## src/rtl/prio_intc_pkg.sv

```systemverilog
package prio_intc_pkg;
  localparam int BANK_SRCS = 32;
  localparam int PRIO_W    = 5;

  localparam logic [7:0] OFF_PEND   = 8'h00;
  localparam logic [7:0] OFF_MASK   = 8'h04;
  localparam logic [7:0] OFF_CTRL   = 8'h08;
  localparam logic [7:0] OFF_IRQSRC = 8'h0C;
  localparam logic [7:0] OFF_FIQSRC = 8'h10;
  localparam logic [7:0] OFF_GMASK  = 8'h14;
  localparam logic [7:0] OFF_TRIG   = 8'h18;

  typedef struct packed {
    logic [PRIO_W-1:0] prio;
    logic              edgeMode;
    logic              fiqSel;
  } lvlCfg_t;

  typedef struct packed {
    logic maskWr;
    logic trigWr;
    logic lvlWr;
    logic gmaskWr;
    logic latchIrq;
    logic latchFiq;
    logic clrIrq;
    logic clrFiq;
  } strobe_t;
endpackage

```

## src/rtl/prio_intc_arb.sv

```systemverilog
module prio_intc_arb #(
  parameter int N      = 64,
  parameter int SRC_W  = 6,
  parameter int PRIO_W = 5
) (
  input  logic [N-1:0]        req,
  input  logic [N*PRIO_W-1:0] prioFlat,
  output logic                winValid,
  output logic [SRC_W-1:0]    winId
);
  logic [PRIO_W-1:0] bestPrio;

  // Strict less-than keeps the earlier (lower) index on a tie.
  always_comb begin
    winValid = 1'b0;
    winId    = '0;
    bestPrio = '1;
    for (int i = 0; i < N; i++) begin
      if (req[i] && (!winValid || prioFlat[i*PRIO_W +: PRIO_W] < bestPrio)) begin
        winValid = 1'b1;
        winId    = SRC_W'(i);
        bestPrio = prioFlat[i*PRIO_W +: PRIO_W];
      end
    end
  end
endmodule

```

## src/rtl/prio_intc_ctrl.sv

```systemverilog
module prio_intc_ctrl
  import prio_intc_pkg::*;
#(
  parameter int NUM_BANKS = 2
) (
  input  logic        clk,
  input  logic        rstN,
  input  logic        regWr,
  input  logic [11:0] regAddr,
  input  logic [1:0]  ctrlBits,
  input  logic        irqCand,
  input  logic        fiqCand,
  input  logic        gmaskQ,
  output strobe_t     stb,
  output logic        irqBusy,
  output logic        fiqBusy,
  output logic        irqOut,
  output logic        fiqOut
);
  logic [3:0] bankSel;
  logic [7:0] offSel;
  logic       wrOk;
  logic       ackIrq;
  logic       ackFiq;

  assign bankSel = regAddr[11:8];
  assign offSel  = regAddr[7:0];
  assign wrOk    = regWr && (int'(bankSel) < NUM_BANKS);
  assign ackIrq  = wrOk && (offSel == OFF_CTRL) && ctrlBits[0];
  assign ackFiq  = wrOk && (offSel == OFF_CTRL) && ctrlBits[1];

  always_comb begin
    stb          = '0;
    stb.maskWr   = wrOk && (offSel == OFF_MASK);
    stb.trigWr   = wrOk && (offSel == OFF_TRIG);
    stb.gmaskWr  = wrOk && (offSel == OFF_GMASK);
    stb.lvlWr    = wrOk && offSel[7] && (offSel[1:0] == 2'b00);
    stb.clrIrq   = ackIrq && irqBusy;
    stb.clrFiq   = ackFiq && fiqBusy;
    stb.latchIrq = !irqBusy && irqCand && !gmaskQ;
    stb.latchFiq = !fiqBusy && fiqCand && !gmaskQ;
  end

  always_ff @(posedge clk) begin
    if (!rstN) begin
      irqBusy <= 1'b0;
      fiqBusy <= 1'b0;
    end else begin
      if (stb.clrIrq)        irqBusy <= 1'b0;
      else if (stb.latchIrq) irqBusy <= 1'b1;
      if (stb.clrFiq)        fiqBusy <= 1'b0;
      else if (stb.latchFiq) fiqBusy <= 1'b1;
    end
  end

  assign irqOut = irqBusy && !gmaskQ;
  assign fiqOut = fiqBusy && !gmaskQ;
endmodule

```

## src/rtl/prio_intc_dp.sv

```systemverilog
module prio_intc_dp
  import prio_intc_pkg::*;
#(
  parameter int NUM_BANKS = 2,
  parameter int SRC_N     = NUM_BANKS * BANK_SRCS,
  parameter int SRC_W     = $clog2(SRC_N)
) (
  input  logic             clk,
  input  logic             rstN,
  input  strobe_t          stb,
  input  logic [11:0]      regAddr,
  input  logic [31:0]      regWdata,
  input  logic [SRC_N-1:0] srcIn,
  input  logic             irqBusy,
  input  logic             fiqBusy,
  output logic [31:0]      regRdata,
  output logic             irqCand,
  output logic             fiqCand,
  output logic             gmaskQ,
  output logic [SRC_W-1:0] irqSrcQ,
  output logic [SRC_W-1:0] fiqSrcQ
);
  logic [3:0]       bankSel;
  logic [4:0]       bitSel;
  logic [7:0]       offSel;
  logic             bankOk;
  logic [SRC_W-1:0] cfgIdx;

  assign bankSel = regAddr[11:8];
  assign bitSel  = regAddr[6:2];
  assign offSel  = regAddr[7:0];
  assign bankOk  = int'(bankSel) < NUM_BANKS;
  assign cfgIdx  = SRC_W'({bankSel, bitSel});

  logic [SRC_N-1:0] maskQ, trigQ, prevQ, edgePendQ;
  lvlCfg_t          lvlQ [SRC_N];

  logic [SRC_N-1:0]        rawReq, reqNow, elig, fiqV, edgeV, clrHit;
  logic [SRC_N*PRIO_W-1:0] prioFlat;
  logic [SRC_W-1:0]        irqWin, fiqWin;

  assign rawReq = srcIn | trigQ;
  assign elig   = reqNow & ~maskQ;

  for (genvar i = 0; i < SRC_N; i++) begin : g_src
    assign prioFlat[i*PRIO_W +: PRIO_W] = lvlQ[i].prio;
    assign fiqV[i]   = lvlQ[i].fiqSel;
    assign edgeV[i]  = lvlQ[i].edgeMode;
    assign reqNow[i] = edgeV[i] ? edgePendQ[i] : rawReq[i];
    assign clrHit[i] = (stb.clrIrq && irqSrcQ == SRC_W'(i)) ||
                       (stb.clrFiq && fiqSrcQ == SRC_W'(i));
  end

  prio_intc_arb #(.N(SRC_N), .SRC_W(SRC_W), .PRIO_W(PRIO_W)) u_arbIrq (
    .req(elig & ~fiqV), .prioFlat(prioFlat), .winValid(irqCand), .winId(irqWin));

  prio_intc_arb #(.N(SRC_N), .SRC_W(SRC_W), .PRIO_W(PRIO_W)) u_arbFiq (
    .req(elig & fiqV), .prioFlat(prioFlat), .winValid(fiqCand), .winId(fiqWin));

  always_ff @(posedge clk) begin
    if (!rstN) begin
      maskQ     <= '1;
      trigQ     <= '0;
      gmaskQ    <= 1'b0;
      prevQ     <= '0;
      edgePendQ <= '0;
      irqSrcQ   <= '0;
      fiqSrcQ   <= '0;
      for (int i = 0; i < SRC_N; i++) lvlQ[i] <= '0;
    end else begin
      if (stb.maskWr)  maskQ[int'(bankSel)*BANK_SRCS +: BANK_SRCS] <= regWdata;
      if (stb.trigWr)  trigQ[int'(bankSel)*BANK_SRCS +: BANK_SRCS] <= regWdata;
      if (stb.gmaskWr) gmaskQ <= regWdata[0];
      if (stb.lvlWr) begin
        lvlQ[cfgIdx].prio     <= regWdata[6:2];
        lvlQ[cfgIdx].edgeMode <= regWdata[1];
        lvlQ[cfgIdx].fiqSel   <= (bankSel == 4'd0) && regWdata[0];
      end
      prevQ <= rawReq;
      for (int i = 0; i < SRC_N; i++) begin
        if (edgeV[i] && rawReq[i] && !prevQ[i]) edgePendQ[i] <= 1'b1;
        else if (clrHit[i])                     edgePendQ[i] <= 1'b0;
      end
      if (stb.latchIrq) irqSrcQ <= irqWin;
      if (stb.latchFiq) fiqSrcQ <= fiqWin;
    end
  end

  always_comb begin
    regRdata = '0;
    if (bankOk) begin
      if (offSel[7]) begin
        regRdata = {25'd0, lvlQ[cfgIdx]};
      end else begin
        case (offSel)
          OFF_PEND:   regRdata = reqNow[int'(bankSel)*BANK_SRCS +: BANK_SRCS];
          OFF_MASK:   regRdata = maskQ[int'(bankSel)*BANK_SRCS +: BANK_SRCS];
          OFF_TRIG:   regRdata = trigQ[int'(bankSel)*BANK_SRCS +: BANK_SRCS];
          OFF_IRQSRC: regRdata = {irqBusy, {(31-SRC_W){1'b0}}, irqSrcQ};
          OFF_FIQSRC: regRdata = {fiqBusy, {(31-SRC_W){1'b0}}, fiqSrcQ};
          OFF_GMASK:  regRdata = {31'd0, gmaskQ};
          default:    regRdata = '0;
        endcase
      end
    end
  end
endmodule

```

## src/rtl/prio_intc.sv

```systemverilog
module prio_intc
  import prio_intc_pkg::*;
#(
  parameter int NUM_BANKS = 2,
  localparam int SRC_N    = NUM_BANKS * 32
) (
  input  logic             clk,
  input  logic             rstN,
  input  logic             regWr,
  input  logic [11:0]      regAddr,
  input  logic [31:0]      regWdata,
  output logic [31:0]      regRdata,
  input  logic [SRC_N-1:0] srcIn,
  output logic             irqOut,
  output logic             fiqOut
);
  localparam int SRC_W = $clog2(SRC_N);

  strobe_t          stb;
  logic             irqCand, fiqCand, gmaskQ, irqBusy, fiqBusy;
  logic [SRC_W-1:0] irqSrcQ, fiqSrcQ;

  prio_intc_ctrl #(.NUM_BANKS(NUM_BANKS)) u_ctrl (
    .clk(clk), .rstN(rstN), .regWr(regWr), .regAddr(regAddr),
    .ctrlBits(regWdata[1:0]), .irqCand(irqCand), .fiqCand(fiqCand),
    .gmaskQ(gmaskQ), .stb(stb), .irqBusy(irqBusy), .fiqBusy(fiqBusy),
    .irqOut(irqOut), .fiqOut(fiqOut));

  prio_intc_dp #(.NUM_BANKS(NUM_BANKS), .SRC_N(SRC_N), .SRC_W(SRC_W)) u_dp (
    .clk(clk), .rstN(rstN), .stb(stb), .regAddr(regAddr), .regWdata(regWdata),
    .srcIn(srcIn), .irqBusy(irqBusy), .fiqBusy(fiqBusy), .regRdata(regRdata),
    .irqCand(irqCand), .fiqCand(fiqCand), .gmaskQ(gmaskQ),
    .irqSrcQ(irqSrcQ), .fiqSrcQ(fiqSrcQ));
endmodule

```

## config.mk

```make
export PLATFORM = sky130hd
export DESIGN_NAME = prio_intc
export DESIGN_NICKNAME = d
export VERILOG_FILES = /design/src/rtl/prio_intc_pkg.sv /design/src/rtl/prio_intc_arb.sv /design/src/rtl/prio_intc_ctrl.sv /design/src/rtl/prio_intc_dp.sv /design/src/rtl/prio_intc.sv
export SDC_FILE = /design/constraint.sdc
export NUM_CORES = 2
export LEC_CHECK = 0
export ABC_AREA = 1
export BUFFER_PORTS_ARGS = -buffer_cell sky130_fd_sc_hd__buf_4
export CORE_MARGIN = 10
export CORE_UTILIZATION = 60
export CTS_CLUSTER_DIAMETER = 40
export DETAILED_ROUTE_END_ITERATION = 10
export PLACE_DENSITY = 0.73
export SETUP_SLACK_MARGIN = 0.02
export SLEW_MARGIN = 10
export SYNTH_ARGS = -nofsm -noshare
export SYNTH_HDL_FRONTEND = slang
export SYNTH_SLANG_ARGS = --single-unit
```

## constraint.sdc

```tcl
create_clock -name clk -period 178.4 [get_ports clk]
set_input_delay 17.84 -clock clk [delete_from_list [all_inputs] [get_ports clk]]
set_output_delay 17.84 -clock clk [all_outputs]
set_load 0.01 [all_outputs]
```

## Yosys cells after proc, flatten, opt, wreduce, memory -nomap -nowiden

Memories as Yosys holds them, arrays and structs flattened.
Cells that the tools add are included.

- Register bits: 271
- Memory bits (writable): 448
- Logic and storage cells: 1,784
- Memories: 1

- Add/subtract/negate cells: 1
- Order comparisons: 127
- Equal/unequal tests: 132
- Shift-type cells: 5
- Multiplexer cells: 584
- Bitwise operators: 7
- Reduce and logical (&&, ||, !) cells: 855

Memories:

| memory | words | width | read ports | clocked after Yosys merged registers in | write ports | line | text |
|---|---|---|---|---|---|---|---|
| u_dp.lvlQ | 64 | 7 | 65 | 0 | 64 | prio_intc_dp.sv:36 | `lvlCfg_t lvlQ [SRC_N];` |

Operators with widths:

| operator | number |
|---|---|
| two-way mux 6 bit | 125 |
| less-than comparator 5 bit | 126 |
| two-way mux 5 bit | 126 |
| logical AND 1 bit | 400 |
| equality test 6 bit (second input constant) | 64 |
| two-way mux 1 bit | 327 |
| zero test 1 bit | 193 |
| bitwise AND 64 bit | 3 |
| equality test 6 x 5 -> 1 bit (second input constant) | 32 |
| one-hot mux 32 bit (6 select lines) | 1 |
| variable part select 64 x 10 -> 32 bit | 3 |
| logical OR 1 bit | 190 |
| bitwise mux 64 bit | 2 |
| inverter 64 bit | 2 |
| nonzero test 2 bit | 64 |
| equality test 6 x 4 -> 1 bit (second input constant) | 16 |
| two-way mux 32 bit | 2 |
| OR 64 bit | 1 |
| variable shift 32 x 33 -> 64 bit (first input constant) | 1 |
| variable part select 32 x 33 -> 64 bit | 1 |
| equality test 6 x 3 -> 1 bit (second input constant) | 8 |
| negator 9 -> 33 bit | 1 |
| equality test 6 x 2 -> 1 bit (second input constant) | 4 |
| equality test 8 x 5 -> 1 bit (second input constant) | 3 |
| 12 further kinds | 16 |

## Depth between registers and ports, before layout

- Depth after elaboration: 259
- Mapped depth: 634
- Mapped depth without buffers: 587

## By module

From an unflattened synthesis, not the netlist that was laid out.

- Cells, all modules: 10,475
- Area, all modules: 67,467.2 um^2

Modules (own cells, without submodules):

| module | instances | cells each | area an instance (um^2) | sequential area each (um^2) |
|---|---|---|---|---|
| prio_intc_dp | 1 | 4,308 | 34,276.6 | 18,838.1 |
| prio_intc_arb | 2 | 3,059 | 16,472.0 | 0.0 |
| prio_intc_ctrl | 1 | 49 | 246.5 | 40.0 |

## Worst setup path after synthesis

No wires, ideal clock.

- Kind: input port to flip-flop
- Start: input srcIn[0]
- End: register u_dp.fiqSrcQ[2]
- Library setup time: 70 ps
- Arrival: 82,951 ps
- Required time: 178,330 ps
- Setup slack: 95,380 ps
- Stages on the path: 566
- Cell sequence: nor2_1 -> nand2_1 -> nand4_2 -> nor2_1 -> ha_1 -> nand3_1 -> nand2_1 -> nand2_1 -> nand3_1 -> nand2_4 -> nand2_4 -> o21ai_0 -> ha_1 -> nand2_1 -> nor2_2 -> nand2_1 -> nand3_1 -> nand2_2 -> [... 530 more ...] -> ha_1 -> a21oi_1 -> nor2_1 -> a211oi_1 -> nand2_1 -> nand2_1 -> nand2_2 -> buf_4 -> nand2_1 -> o21ai_1 -> ha_1 -> a21oi_1 -> nor2_1 -> a211oi_1 -> nand2_1 -> nand2_2 -> nand2_2 -> a21oi_1

- Longest elaborated chain between the ends: 259
- Elaborated cells on any way between the ends: 446
- Classes of those cells: 63 x order compare; 189 x mux; 3 x bitwise; 191 x reduce/logical

RTL lines:

| element | line | text |
|---|---|---|
| start: declaration | prio_intc.sv:13 | `input logic [SRC_N-1:0] srcIn,` |
| OR 64 bit (*) | prio_intc_dp.sv:42 | `assign rawReq = srcIn \| trigQ;` |
| two-way mux 1 bit (*) | prio_intc_dp.sv:49 | `assign reqNow[i] = edgeV[i] ? edgePendQ[i] : rawReq[i];` |
| bitwise AND 64 bit (*) | prio_intc_dp.sv:43 | `assign elig = reqNow & ~maskQ;` |
| bitwise AND 64 bit (*) | prio_intc_dp.sv:58 | `.req(elig & fiqV), .prioFlat(prioFlat), .winValid(fiqCand), .winId(fiqWin));` |
| two-way mux 5 bit / two-way mux 1 bit (equally long branches) | prio_intc_arb.sv:19 | `if (req[i] && (!winValid \|\| prioFlat[i*PRIO_W +: PRIO_W] < bestPrio)) begin` |
| less-than comparator 5 bit / zero test 1 bit (equally long branches) | prio_intc_arb.sv:19 |  |
| logical OR 1 bit | prio_intc_arb.sv:19 |  |
| logical AND 1 bit | prio_intc_arb.sv:19 |  |
| [... 242 more ...] | n/a |  |
| logical OR 1 bit | prio_intc_arb.sv:19 |  |
| logical AND 1 bit | prio_intc_arb.sv:19 |  |
| two-way mux 5 bit / two-way mux 1 bit (equally long branches) | prio_intc_arb.sv:19 |  |
| less-than comparator 5 bit / zero test 1 bit (equally long branches) | prio_intc_arb.sv:19 |  |
| logical OR 1 bit | prio_intc_arb.sv:19 |  |
| logical AND 1 bit | prio_intc_arb.sv:19 |  |
| two-way mux 1 bit | prio_intc_arb.sv:19 |  |
| logical AND 1 bit (2 in series) | prio_intc_ctrl.sv:41 | `stb.latchFiq = !fiqBusy && fiqCand && !gmaskQ;` |
| end signal: assignment | prio_intc_dp.sv:85 | `if (stb.latchFiq) fiqSrcQ <= fiqWin;` |
| end: declaration | prio_intc_dp.sv:21 | `output logic [SRC_W-1:0] fiqSrcQ` |

Mark *: on every way between the ends. The rest lies on a longest branch, timed or not.
A chain may end at the register's enable or synchronous reset.

## Final worst setup path

- Start: input srcIn[0]
- End: register u_dp.irqSrcQ[4]

- Longest elaborated chain between the ends: 259
- Elaborated cells on any way between the ends: 446
- Classes of those cells: 63 x order compare; 189 x mux; 3 x bitwise; 191 x reduce/logical

RTL lines:

| element | line | text |
|---|---|---|
| OR 64 bit (*) | prio_intc_dp.sv:42 |  |
| two-way mux 1 bit (*) | prio_intc_dp.sv:49 |  |
| bitwise AND 64 bit (*) | prio_intc_dp.sv:43 |  |
| bitwise AND 64 bit (*) | prio_intc_dp.sv:55 | `.req(elig & ~fiqV), .prioFlat(prioFlat), .winValid(irqCand), .winId(irqWin));` |
| two-way mux 5 bit / two-way mux 1 bit (equally long branches) | prio_intc_arb.sv:19 |  |
| less-than comparator 5 bit / zero test 1 bit (equally long branches) | prio_intc_arb.sv:19 |  |
| logical OR 1 bit | prio_intc_arb.sv:19 |  |
| logical AND 1 bit | prio_intc_arb.sv:19 |  |
| [... 242 more ...] | n/a |  |
| logical OR 1 bit | prio_intc_arb.sv:19 |  |
| logical AND 1 bit | prio_intc_arb.sv:19 |  |
| two-way mux 5 bit / two-way mux 1 bit (equally long branches) | prio_intc_arb.sv:19 |  |
| less-than comparator 5 bit / zero test 1 bit (equally long branches) | prio_intc_arb.sv:19 |  |
| logical OR 1 bit | prio_intc_arb.sv:19 |  |
| logical AND 1 bit | prio_intc_arb.sv:19 |  |
| two-way mux 1 bit | prio_intc_arb.sv:19 |  |
| logical AND 1 bit (2 in series) | prio_intc_ctrl.sv:40 | `stb.latchIrq = !irqBusy && irqCand && !gmaskQ;` |
| end signal: assignment | prio_intc_dp.sv:84 | `if (stb.latchIrq) irqSrcQ <= irqWin;` |
| end: declaration | prio_intc_dp.sv:20 | `output logic [SRC_W-1:0] irqSrcQ,` |

Marked as above.

==> impl_metrics.csv <==
group,metric,value,unit
status,status,"complete, no violations",
drt,drtPass1Iterations,7,
setup_path,slowest_delay,0.48,ns
drt,met1_length,99100,um
power_and_ir_drop,leakagePower,34.1,nW
worst_hold_path,min_to,"u_dp.edgePendQ[62]",
worst_hold_path,hold_start,"u_dp.prevQ[62]",
drt,first_iter_violations,9029,
power_and_ir_drop,power_density,6.45,nW/um^2
die,ioPinCount,145,
power_and_ir_drop,finalPower,0.000442,W
yosys,synth_seq_cells,719,
setup_path,crit_path_top_delay_cell,"o21ai_0",
worst_hold_path,hp-class,"flip-flop to flip-flop",
worst_hold_path,whs_path_depth,1,
finish,areaGrowthSynthToFinish,5.97,%
clock_network,cts_inserted_buffers,96,
yosys,synth_cell_type_count,73,
die,die_x,348,um
global_routing,grtUsageTotal,41.3,%
setup_path,critPathLaunchType,"primary input",
finish,finish.net_count,9752,
drt,wl_met3,37000,um
clock_network,postCtsResizedCells,0,
clock_network,cts_sinks,719,
setup_path,r2r_start,"u_dp.lvlQ[0][1]",
drt,top_layer,"met5",
yosys,synth_edf_count,448,
global_routing,antenna_found_initial,9,
drt,antenna_left,0,
clock_network,clk_pin_slew,0.06,ns
setup_path,cp_common_cell,"nand2_1",
power_and_ir_drop,ir_drop,0.00000983,V
die,num_rows,120,
sta,hold_viol_final,0,
yosys,netlist_instances,9443,
yosys,syn_area,64700,um^2
yosys,yosysTopAreaCell,"edfxtp_1",
yosys,avgSynthCellArea,6.85,um^2
sta,setup_viol,0,
finish,drive_above_1_share,14.9,%
drt,postRouteWirelength,262000,um
global_routing,grt_max_degree,77,
die,die_y,348,um
sta,drv_slew,0,
setup_path,worst-r2r-cell-count,526,
clock_network,cts_hold_buf,0,
place,portBuffers,144,
clock_network,insertion_delay,0.71,ns
global_routing,grt_pass1_vias,61600,
global_routing,grt-ovfl-total,0,
setup_path,critPathKind,"primary input to flip-flop",
yosys,synth_area_leaders,"edfxtp_1, nand2_1, dfxtp_1",
run,cap_violations,0,
sta,fin_skew,0.0757,ns
sta,grt_setup_unrepaired,"no",
clock_network,clock-root-buffer,"clkbuf_16",
die,die-area,121000,um^2
clock_network,h-tree-depth,3,
yosys,ys_warn_count,0,
setup_path,worst-path-max-fanout,13,
yosys,ys_async_sr_fraction,0,%
finish,final_common_cell,"nand2_1",
drt,wl_per_cell,24.1,um
yosys,synth_nets,9816,
drt,drc,0,
clock_network,clock_path_buffers,3,
place,gp_congestion,1.10,
die,start_util,60.4,%
sta,tightest_slew,1.41,ns
setup_path,rrSetupSlack,100.79,ns
setup_path,cp.arrival,94.84,ns
sta,period_minus_slack,94.24,ns
setup_path,r2r_end,"u_dp.irqSrcQ[4]",
sta,tns,0,ns
yosys,netlist.area_leader.share,20.8,%
drt,vias,67500,
yosys,synth_ff_type,"edfxtp_1",
place,dp_hpwl,203000,um
clock_network,cts_setup_buffers,0,
sta,fmax,10.6,MHz
drt,via_per_inst,6.21,
die,core_area,107000,um^2
clock_network,cts_tree,"built",
yosys,ys_seq_area_share,29.2,%
global_routing,grt_pass1_wl,384000,um
setup_path,required,179.00,ns
drt,met2_length,108000,um
sta,min_period_over_period,52.8,%
finish,fin_util,64.0,%
sta,slew_headroom,4.59,%
finish,layout_common_cells,"nand2_1, inv_1, nor2_1, nand3_1, nand2_2",
setup_path,critPathCaptureType,"flip-flop",
sequential cells by signal, summed over array words and instances, names as in the netlist:
register / count
u_dp.irqSrcQ: 6
u_ctrl.fiqBusy: 1
u_ctrl.irqBusy: 1
u_dp.trigQ: 64
u_dp.lvlQ: 448
u_dp.gmaskQ: 1
u_dp.prevQ: 64
u_dp.edgePendQ: 64
u_dp.fiqSrcQ: 6
u_dp.maskQ: 64
layout make-up:
class,instances,area (um^2)
Fill cell,9830,38500
Inverter,1344,5100
Clock inverter,67,777
Sequential cell,719,18900
Clock buffer,114,2580
Antenna cell,5,12.5
Tap cell,1403,1760
Timing Repair Buffer,197,1500
Multi-Input combinational cell,7021,38000
Yosys cell counts (all sizes together) (30+ instances only):
cell type  instances
inv             1317
nor2            1180
o21ai            539
o21bai           216
or3               49
o211ai           178
dfxtp            271
buf              141
nor3              48
nand4             36
nand3           1261
ha               262
a21oi            231
edfxtp           448
o22ai            183
a31oi             30
nand2           2669
clkbuf           196
metrics by stage:
| step | setup slack [ns] | hold slack, ns | area, um^2 | std cells |
|---|---|---|---|---|
| after floorplan | 95.38 | 0.398 | 64700 | 9443 |
| after global placement | 85.26 | 0.402 | 65200 | 10700 |
| after detailed placement | 84.49 | 0.409 | 65200 | 10700 |
| after CTS | 84.95 | 0.402 | 68500 | 10900 |
| after global routing | 76.82 | 0.415 | 68500 | 10900 |
| final | 84.16 | 0.400 | 68600 | 10900 |
power breakdown:
group / switching [W] / total, W / internal [W]
registers: 0.0000111 / 0.000195 / 0.000183
clock network: 0.0000865 / 0.000201 / 0.000115
logic: 0.0000331 / 0.0000459 / 0.0000128
critical path: cells and delay by family:
family | cells | cell delay [ns]
buf+inv | 33 | 2.11
simple gates | 336 | 31.83
fa+ha+maj | 63 | 19.29
compound gates | 94 | 23.58
cell families (layout without fill, tap and decap cells):
kind of cell / count (synthesis) / after routing / synth area share (%)
other cells: 0 / 5 / 0
simple gates: 5277 / 5277 / 39.4
fa+ha+maj: 262 / 262 / 5.07
buf+inv: 1703 / 1722 / 12.3
compound gates: 1482 / 1482 / 14.1
flops: 719 / 719 / 29.2
worst max-delay path by stage:
| stage | start | end | slack (ns) |
|---|---|---|---|
| detailed placement | srcIn[0] | u_dp.irqSrcQ[2] | 84.49 |
| floorplan | srcIn[0] | u_dp.fiqSrcQ[2] | 95.38 |
| global placement | srcIn[0] | u_dp.irqSrcQ[3] | 85.26 |
| global route | srcIn[0] | u_dp.irqSrcQ[4] | 76.82 |
| finish | srcIn[0] | u_dp.irqSrcQ[4] | 84.16 |
| CTS | srcIn[0] | u_dp.irqSrcQ[2] | 84.95 |
routing by layer:
layer | global-route usage (%) | up-vias
li1 | - | 31000
met1 | 53.1 | 31200
met2 | 60.4 | 4417
met3 | 12.9 | 876
met4 | 24.2 | 14
met5 | 0 | -
No activity file was read; power rests on OpenSTA's default activity.
